--- config.mk ---
export PLATFORM = sky130hd
export DESIGN_NAME = pwr_susp_ctl
export DESIGN_NICKNAME = d
export VERILOG_FILES = /design/src/rtl/pwr_ctl_pkg.sv /design/src/rtl/pwr_pin_sync.sv /design/src/rtl/pwr_lock_qual.sv /design/src/rtl/pwr_cfg_check.sv /design/src/rtl/pwr_susp_ctl.sv
export SDC_FILE = /design/constraint.sdc
export NUM_CORES = 1
export LEC_CHECK = 0
export ABC_AREA = 1
export BUFFER_PORTS_ARGS = -buffer_cell sky130_fd_sc_hd__buf_2
export CORE_MARGIN = 3
export CORE_UTILIZATION = 30
export DETAILED_ROUTE_END_ITERATION = 6
export GPL_TIMING_DRIVEN = 0
export PLACE_DENSITY = 0.5
export SETUP_SLACK_MARGIN = 0.4
export SYNTH_ARGS = -nofsm -noshare
export SYNTH_HDL_FRONTEND = slang
export SYNTH_SLANG_ARGS = --single-unit
--- constraint.sdc ---
create_clock -name clk_ref -period 2.3 [get_ports clk_ref]
set_clock_uncertainty 0.15 [all_clocks]
set_input_delay 0.23 -clock clk_ref [delete_from_list [all_inputs] [get_ports clk_ref]]
set_output_delay 0.23 -clock clk_ref [all_outputs]
set_load 0.05 [all_outputs]
--- src/rtl/pwr_ctl_pkg.sv ---
package pwr_ctl_pkg;

    // Source code 0 selects the reference; code k selects PLL k-1.
    localparam int unsigned REF_SRC = 0;

    function automatic logic src_is_pll(input int unsigned code, input int unsigned pll_idx);
        return code == pll_idx + 1;
    endfunction

endpackage

--- src/rtl/pwr_pin_sync.sv ---
module pwr_pin_sync #(
    parameter int   STAGES  = 2,
    parameter logic RST_LVL = 1'b1
) (
    input  logic clk,
    input  logic rst_n,
    input  logic pin_async,
    output logic pin_sync
);

    logic [STAGES-1:0] chain_d, chain_q;

    always_comb begin
        chain_d = {chain_q[STAGES-2:0], pin_async};
    end

    always_ff @(posedge clk or negedge rst_n) begin
        if (!rst_n) chain_q <= {STAGES{RST_LVL}};
        else        chain_q <= chain_d;
    end

    assign pin_sync = chain_q[STAGES-1];

endmodule

--- src/rtl/pwr_lock_qual.sv ---
module pwr_lock_qual #(
    parameter int LOCK_W = 8
) (
    input  logic              clk,
    input  logic              rst_n,
    input  logic              pd,
    input  logic              lock,
    input  logic [LOCK_W-1:0] wait_cycles,
    output logic              ready
);

    typedef struct packed {
        logic [LOCK_W-1:0] cnt;
        logic              ready;
    } qual_t;

    qual_t st_d, st_q;

    always_comb begin
        st_d = st_q;
        if (pd) begin
            st_d.cnt   = '0;
            st_d.ready = 1'b0;
        end else if (!st_q.ready) begin
            if (!lock) begin
                st_d.cnt = '0;
            end else if (st_q.cnt == wait_cycles) begin
                st_d.ready = 1'b1;
            end else begin
                st_d.cnt = st_q.cnt + 1'b1;
            end
        end
    end

    always_ff @(posedge clk or negedge rst_n) begin
        if (!rst_n) st_q <= '0;
        else        st_q <= st_d;
    end

    assign ready = st_q.ready;

    // qualification completes only on a cycle where lock was seen
    p_ready_after_lock_r4: assert property (@(posedge clk) disable iff (!rst_n)
        $rose(st_q.ready) |-> $past(lock));

    // a power-down always drops qualification
    p_pd_clears_ready_r4: assert property (@(posedge clk) disable iff (!rst_n)
        pd |=> !st_q.ready);

endmodule

--- src/rtl/pwr_cfg_check.sv ---
module pwr_cfg_check #(
    parameter int N_PLL = 3,
    parameter int N_OUT = 6,
    parameter int SRC_W = 2
) (
    input  logic [N_PLL-1:0]       pll_mask,
    input  logic [N_OUT-1:0]       out_mask,
    input  logic [N_OUT*SRC_W-1:0] out_src,
    output logic [N_OUT-1:0]       dep_mask,
    output logic                   rule_err
);
    import pwr_ctl_pkg::*;

    always_comb begin
        dep_mask = '0;
        for (int j = 0; j < N_OUT; j++) begin
            for (int p = 0; p < N_PLL; p++) begin
                if (pll_mask[p] &&
                    src_is_pll(int'(unsigned'(out_src[j*SRC_W +: SRC_W])), p))
                    dep_mask[j] = 1'b1;
            end
        end
        // Codes beyond N_PLL carry no PLL dependency (treated as reference).
        rule_err = |(dep_mask & ~out_mask);
    end

endmodule

--- src/rtl/pwr_susp_ctl.sv ---
module pwr_susp_ctl #(
    parameter  int N_PLL       = 3,
    parameter  int N_OUT       = 6,
    parameter  int LOCK_W      = 8,
    parameter  int SYNC_STAGES = 2,
    localparam int SRC_W       = $clog2(N_PLL + 1)
) (
    input  logic                   clk_ref,
    input  logic                   rst_n,
    input  logic                   oe_shdn_n,
    input  logic                   susp_n,
    input  logic                   cfg_sys_shdn_en,
    input  logic                   cfg_susp_en,
    input  logic [N_PLL-1:0]       cfg_pll_susp,
    input  logic [N_OUT-1:0]       cfg_out_susp,
    input  logic [N_OUT*SRC_W-1:0] cfg_out_src,
    input  logic [LOCK_W-1:0]      cfg_lock_wait,
    input  logic [N_PLL-1:0]       pll_lock,
    output logic [N_OUT-1:0]       out_en,
    output logic [N_PLL-1:0]       pll_pd,
    output logic [N_PLL-1:0]       pll_hold,
    output logic                   osc_pd,
    output logic                   cnt_rst,
    output logic                   cfg_err
);
    import pwr_ctl_pkg::*;

    typedef struct packed {
        logic [N_OUT-1:0] out_en;
        logic [N_PLL-1:0] pll_pd;
        logic [N_PLL-1:0] pll_hold;
        logic             osc_pd;
        logic             cnt_rst;
        logic             cfg_err;
    } ctl_t;

    ctl_t st_d, st_q;

    logic             shdn_lvl, susp_lvl;
    logic [N_PLL-1:0] pll_ready;
    logic [N_OUT-1:0] dep_mask;
    logic             rule_err;
    logic [N_OUT-1:0] src_ready;

    pwr_pin_sync #(.STAGES(SYNC_STAGES), .RST_LVL(1'b1)) shdn_sync_i (
        .clk(clk_ref), .rst_n(rst_n), .pin_async(oe_shdn_n), .pin_sync(shdn_lvl));

    pwr_pin_sync #(.STAGES(SYNC_STAGES), .RST_LVL(1'b1)) susp_sync_i (
        .clk(clk_ref), .rst_n(rst_n), .pin_async(susp_n), .pin_sync(susp_lvl));

    for (genvar p = 0; p < N_PLL; p++) begin : g_qual
        pwr_lock_qual #(.LOCK_W(LOCK_W)) qual_i (
            .clk(clk_ref), .rst_n(rst_n), .pd(st_q.pll_pd[p]),
            .lock(pll_lock[p]), .wait_cycles(cfg_lock_wait), .ready(pll_ready[p]));
    end

    pwr_cfg_check #(.N_PLL(N_PLL), .N_OUT(N_OUT), .SRC_W(SRC_W)) chk_i (
        .pll_mask(cfg_pll_susp), .out_mask(cfg_out_susp), .out_src(cfg_out_src),
        .dep_mask(dep_mask), .rule_err(rule_err));

    // Per-output source readiness: the reference is always usable.
    always_comb begin
        for (int j = 0; j < N_OUT; j++) begin
            src_ready[j] = 1'b1;
            for (int p = 0; p < N_PLL; p++) begin
                if (src_is_pll(int'(unsigned'(cfg_out_src[j*SRC_W +: SRC_W])), p))
                    src_ready[j] = pll_ready[p];
            end
        end
    end

    always_comb begin
        logic shdn_act, full_pd, susp_act;
        shdn_act = !shdn_lvl;
        full_pd  = shdn_act && cfg_sys_shdn_en;
        susp_act = !susp_lvl && cfg_susp_en;

        st_d          = st_q;
        st_d.osc_pd   = full_pd;
        st_d.cnt_rst  = full_pd;
        st_d.cfg_err  = rule_err;
        st_d.pll_pd   = {N_PLL{full_pd}} | (susp_act ? cfg_pll_susp : '0);
        st_d.pll_hold = (susp_act && !full_pd) ? cfg_pll_susp : '0;
        for (int j = 0; j < N_OUT; j++) begin
            st_d.out_en[j] = !shdn_act
                           && !(susp_act && (cfg_out_susp[j] || dep_mask[j]))
                           && src_ready[j];
        end
    end

    always_ff @(posedge clk_ref or negedge rst_n) begin
        if (!rst_n) st_q <= '0;
        else        st_q <= st_d;
    end

    assign out_en   = st_q.out_en;
    assign pll_pd   = st_q.pll_pd;
    assign pll_hold = st_q.pll_hold;
    assign osc_pd   = st_q.osc_pd;
    assign cnt_rst  = st_q.cnt_rst;
    assign cfg_err  = st_q.cfg_err;

    // Cycles since reset, saturating; lets pin-history properties start clean.
    logic [1:0] settle_q;
    always_ff @(posedge clk_ref or negedge rst_n) begin
        if (!rst_n)              settle_q <= '0;
        else if (settle_q != 2'd3) settle_q <= settle_q + 2'd1;
    end

    // three sampled lows on the pin leave every output released
    p_shdn_tristate_r2: assert property (@(posedge clk_ref) disable iff (!rst_n)
        (settle_q == 2'd3 && !oe_shdn_n && $past(!oe_shdn_n) && $past(!oe_shdn_n, 2))
        |=> (out_en == '0));

    // oscillator power-down comes with full PLL power-down and silent outputs
    p_full_pd_r3: assert property (@(posedge clk_ref) disable iff (!rst_n)
        osc_pd |-> (&pll_pd && cnt_rst && out_en == '0));

    // a frozen PLL is always also powered down
    p_hold_implies_pd_r5: assert property (@(posedge clk_ref) disable iff (!rst_n)
        (pll_hold & ~pll_pd) == '0);

    // full shutdown wins over suspend
    p_pd_priority_r8: assert property (@(posedge clk_ref) disable iff (!rst_n)
        osc_pd |-> (pll_hold == '0));

    // a driving output implies its PLL source is not powered down
    p_no_drive_from_pd_r4: assert property (@(posedge clk_ref) disable iff (!rst_n)
        $rose(|(out_en & ~src_ready)) |-> 1'b0);

endmodule

==> metrics.md <==
| Metric | Value |
|---|---|
| Worst slack at placement | 689.3 ps |
| Port-buffer cells | 52 |
| Clock transition at path regs | 90 ps |
| Class of the tightest hold or removal check | in -> async |
| Number of nets still failing antenna checks after routing | 0 |
| Final wirelength | 8799 µm |
| Cells after Synth | 498 |
| Crit path kind | reg -> out |
| Vias in the first global route | 3,154 |
| Sequential cell area fraction in the yosys report | 35.22% |
| Compound-cell area share of the yosys netlist | 4.207% |
| Top_reg_cell synth | dfrtp_1 |
| Syn Std Cell Area | 3212 µm² |
| Yosys warning total | 0 |
| First-pass GRT wire length | 14,990 µm |
| Maximum number of pins on one net before global-route repair | 46 |
| Number of clock buffers inserted by TritonCTS | 5 |
| Portion of netlist area occupied by mux cells | 0% |
| Clock Sinks | 45 |
| Sum of buffers and inverters on the critical path | 2 |
| Least-Margin Pin Slew | 1038 ps |
| Design Power | 0.001812 W |
| Status | finished with violations |
| #FFs+latches synth | 45 |
| Final number of setup-violating endpoints | 0 |
| Post-synthesis share of cell area spent on full adders, half adders and majority gates | 1.169% |
| First-pass DRT Iterations | 4 |
| EDFF count, synth | 0 |
| Die Ht | 109.5 µm |
| Vias/cell | 4.726 |
| Max-slew violation count | 0 |
| Initial antenna violation count | 0 |
| Horizontal die dimension | 109.5 µm |
| Routability cong. | 0.8711 |
| Simple logic cell fraction of the synthesized area | 44.80% |
| Share of post-route cells with drive strength above 1 | 15.51% |
| Clock latency at the later pin of the worst-skew pair | 300 ps |
| Critical Path Sink Type | primary output |
| Total global-route track usage | 15.55% |
| Maximum frequency from static timing analysis | 0.6145 GHz |
| Synth Net Count | 539 |
| Post-synthesis cell type count | 30 |
| Largest family of logic cells by synthesized area | simple AND/OR/NAND/NOR gates |
| Worst EP arrival | 1250 ps |
| Resize count post-CTS | 0 |
| Crit path max-delay cell type | dfrtp_1 |
| Layout Area Growth over Synthesis | 17.80% |
| Worst slew margin | 30.81% |
| Cell chain of the critical path | buf_4 -> buf_2 |
| Final critical-path share of the clock period | 70.75% |
| I/O pins | 53 |
| Violations in the final reports | hold timing |
| Maximum capacitance violations | 0 |
| Setup TNS | 0 ps |
| Fraction of synthesized cell area in xor and xnor cells | 2.727% |
| Synthesized area divided by synthesized cell count | 6.449 µm² |
| Worst path required time | 1920 ps |
| Global-route congestion overflow total | 0 |
| Leakage power of the design | 2.095 nW |
| Number of nets in the final layout | 601 |
| Worst hold slack across all endpoints | -45.76 ps |
| Detailed-route DRC error count | 0 |
| Clock tree root buffer cell | clkbuf_8 |
| Detail Placement HPWL | 6659 µm |
| Nature of the critical path startpoint | flip-flop |
| Number of design-rule violations left by the first detailed-router iteration | 165 |
| Initial core utilization | 30.97% |
| Total stage count of the critical path | 2 |
| Area inside the core boundary | 10,370 µm² |
| Maximum fanout encountered on the critical timing path | 8 |
| Area of the die | 11,980 µm² |
| Final hold violation count | 41 |
| Number of placement rows | 37 |
| Buffers from clock root to sink, at most | 2 |
| Max stage delay on crit path | 530 ps |
| TritonCTS clock tree | done |
| Setup repair after global routing missed its margin | false |
| PnR worst setup slack | 672.7 ps |
| Fraction of the core area covered by cells at the end of the flow | 36.49% |
| Power density cells | 478.9 nW/µm² |
| Routed WL per cell | 12.62 µm |
| Final min period | 1627 ps |
| Cell type group with the largest total delay on the critical path | flip-flops |
| Number of diodes | 0 |
| Async S/R FF share, synth | 100.0% |
| # H-tree levels | 2 |
| Vias post-DR | 3,294 |
| Peak ir drop on the vdd network | 0.0002434 V |
| Worst R2R Path Depth | 6 |
[kinds of logic (layout without fill, tap and decap cells)]
group | count (synthesis) | after routing
xor+xnor | 10 | 10
flops | 45 | 45
buf+inv | 92 | 155
fa+ha+maj | 3 | 3
simple gates | 326 | 326
compound gates | 22 | 22
[worst reg2reg max path: stages (launching register included)]
cell and delay (ps):
dfrtp_1 520, ha_1 260, nand3_1 120, nor2_1 150
xor2_1 170, nand4_1 100, nand2_1 80
[cell usage after synthesis, types with 2 or more instances]
cell type	count	share of area, %
a21oi_1	5	0.78
nand4_1	20	3.9
ha_1	3	1.2
o311ai_0	6	1.6
buf_4	8	1.9
buf_2	2	0.31
o21ai_0	10	1.6
nor2_2	3	0.58
xor2_1	4	1.1
nor3_1	8	1.2
nor2_1	43	5.0
or2_1	2	0.39
and2_1	2	0.39
nand2_1	168	20
nor4_1	4	0.78
dfrtp_1	41	32
nand2_4	2	0.70
dfstp_2	4	3.3
inv_2	5	0.58
nand3_1	70	11
xnor2_1	6	1.6
inv_1	74	8.6
[layer usage]
layer / up-vias / part of all wire, % / wire, µm / track usage [%]
met5: - / 0 / 0 / 0
met4: 0 / 0.69 / 61 / 2.671
met3: 5 / 6.2 / 546 / 2.936
met2: 86 / 45 / 3951 / 26.20
met1: 1501 / 48 / 4239 / 21.01
li1: 1702 / - / - / -
[metrics by stage]
| stage | hold slack, ps | cell area, µm² | cells |
|---|---|---|---|
| final | -45.76 | 3784 | 697 |
| after global routing | 56.40 | 3784 | 697 |
| after CTS | 6.185 | 3784 | 697 |
| after detailed placement | 186.1 | 3642 | 686 |
| after global placement | 185.3 | 3642 | 686 |
| after floorplan | -215.6 | 3212 | 498 |
[path summary, 6_finish.rpt]
path / from / to / slack (ps)
setup / recovery: pll_pd[2]$_DFF_PN0_ / pll_pd[2] / 670
max in group asynchronous: rst_n / g_qual[0].qual_i.st_q[7]$_DFFE_PN0P_ / 1400
hold reg to reg: shdn_sync_i.chain_q[0]$_DFF_PN1_ / shdn_sync_i.chain_q[1]$_DFF_PN1_ / 210
min in group clk_ref: cfg_out_susp[0] / cfg_err$_DFF_PN0_ / 50
setup reg to reg: g_qual[2].qual_i.st_q[1]$_DFFE_PN0P_ / g_qual[2].qual_i.st_q[7]$_DFFE_PN0P_ / 690
hold / removal: rst_n / g_qual[2].qual_i.st_q[3]$_DFFE_PN0P_ / -50
[sequential cells by signal (all words and copies together) (netlist names)]
| register | count |
|---|---|
| g_qual.qual_i.st_q | 24 |
| out_en | 6 |
| g_qual.qual_i.ready | 3 |
| pll_hold | 3 |
| pll_pd | 3 |
| shdn_sync_i.chain_q | 2 |
| susp_sync_i.chain_q | 2 |
| cfg_err | 1 |
| cnt_rst | 1 |
[report_power, final]
| group | total (W) | switching (W) | internal [W] |
|---|---|---|---|
| logic | 0.000341 | 0.000231 | 0.000110 |
| registers | 0.000857 | 0.0000338 | 0.000823 |
| clock network | 0.000613 | 0.000285 | 0.000329 |
[timing repair]
| item | CTS | global route |
|---|---|---|
| setup buffers | 0 | 0 |
| hold endpoints to repair | 3 | 0 |
| setup endpoints to repair | 0 | 0 |
| hold buffers | 3 | 0 |
[cells in the final DEF (no fill, tap or decap), types with 3 or more instances in the layout]
| cell type | n |
|---|---|
| inv_1 | 74 |
| nand4_1 | 20 |
| nand3_1 | 70 |
| dfrtp_1 | 41 |
| dlygate4sd3_1 | 3 |
| buf_4 | 8 |
| nor4_1 | 4 |
| xnor2_1 | 6 |
| dfstp_2 | 4 |
| a21oi_1 | 5 |
| buf_2 | 54 |
| o311ai_0 | 6 |
| o21ai_0 | 10 |
| xor2_1 | 4 |
| clkbuf_8 | 5 |
| nand2_1 | 168 |
| nor2_1 | 43 |
| nor3_1 | 8 |
| nor2_2 | 3 |
| ha_1 | 3 |
| inv_2 | 5 |
[area by class of cell]
type	instances	area [µm²]
well taps	136	170.2
multi-input cells	361	1699
clock inverters	2	38.79
inverters	80	300.3
fillers	1157	6586
plain buffers	12	81.33
clock buffers	6	72.57
flip-flops and latches	45	1131
repair buffers	55	290.3
No activity file was read; power rests on OpenSTA's default activity.
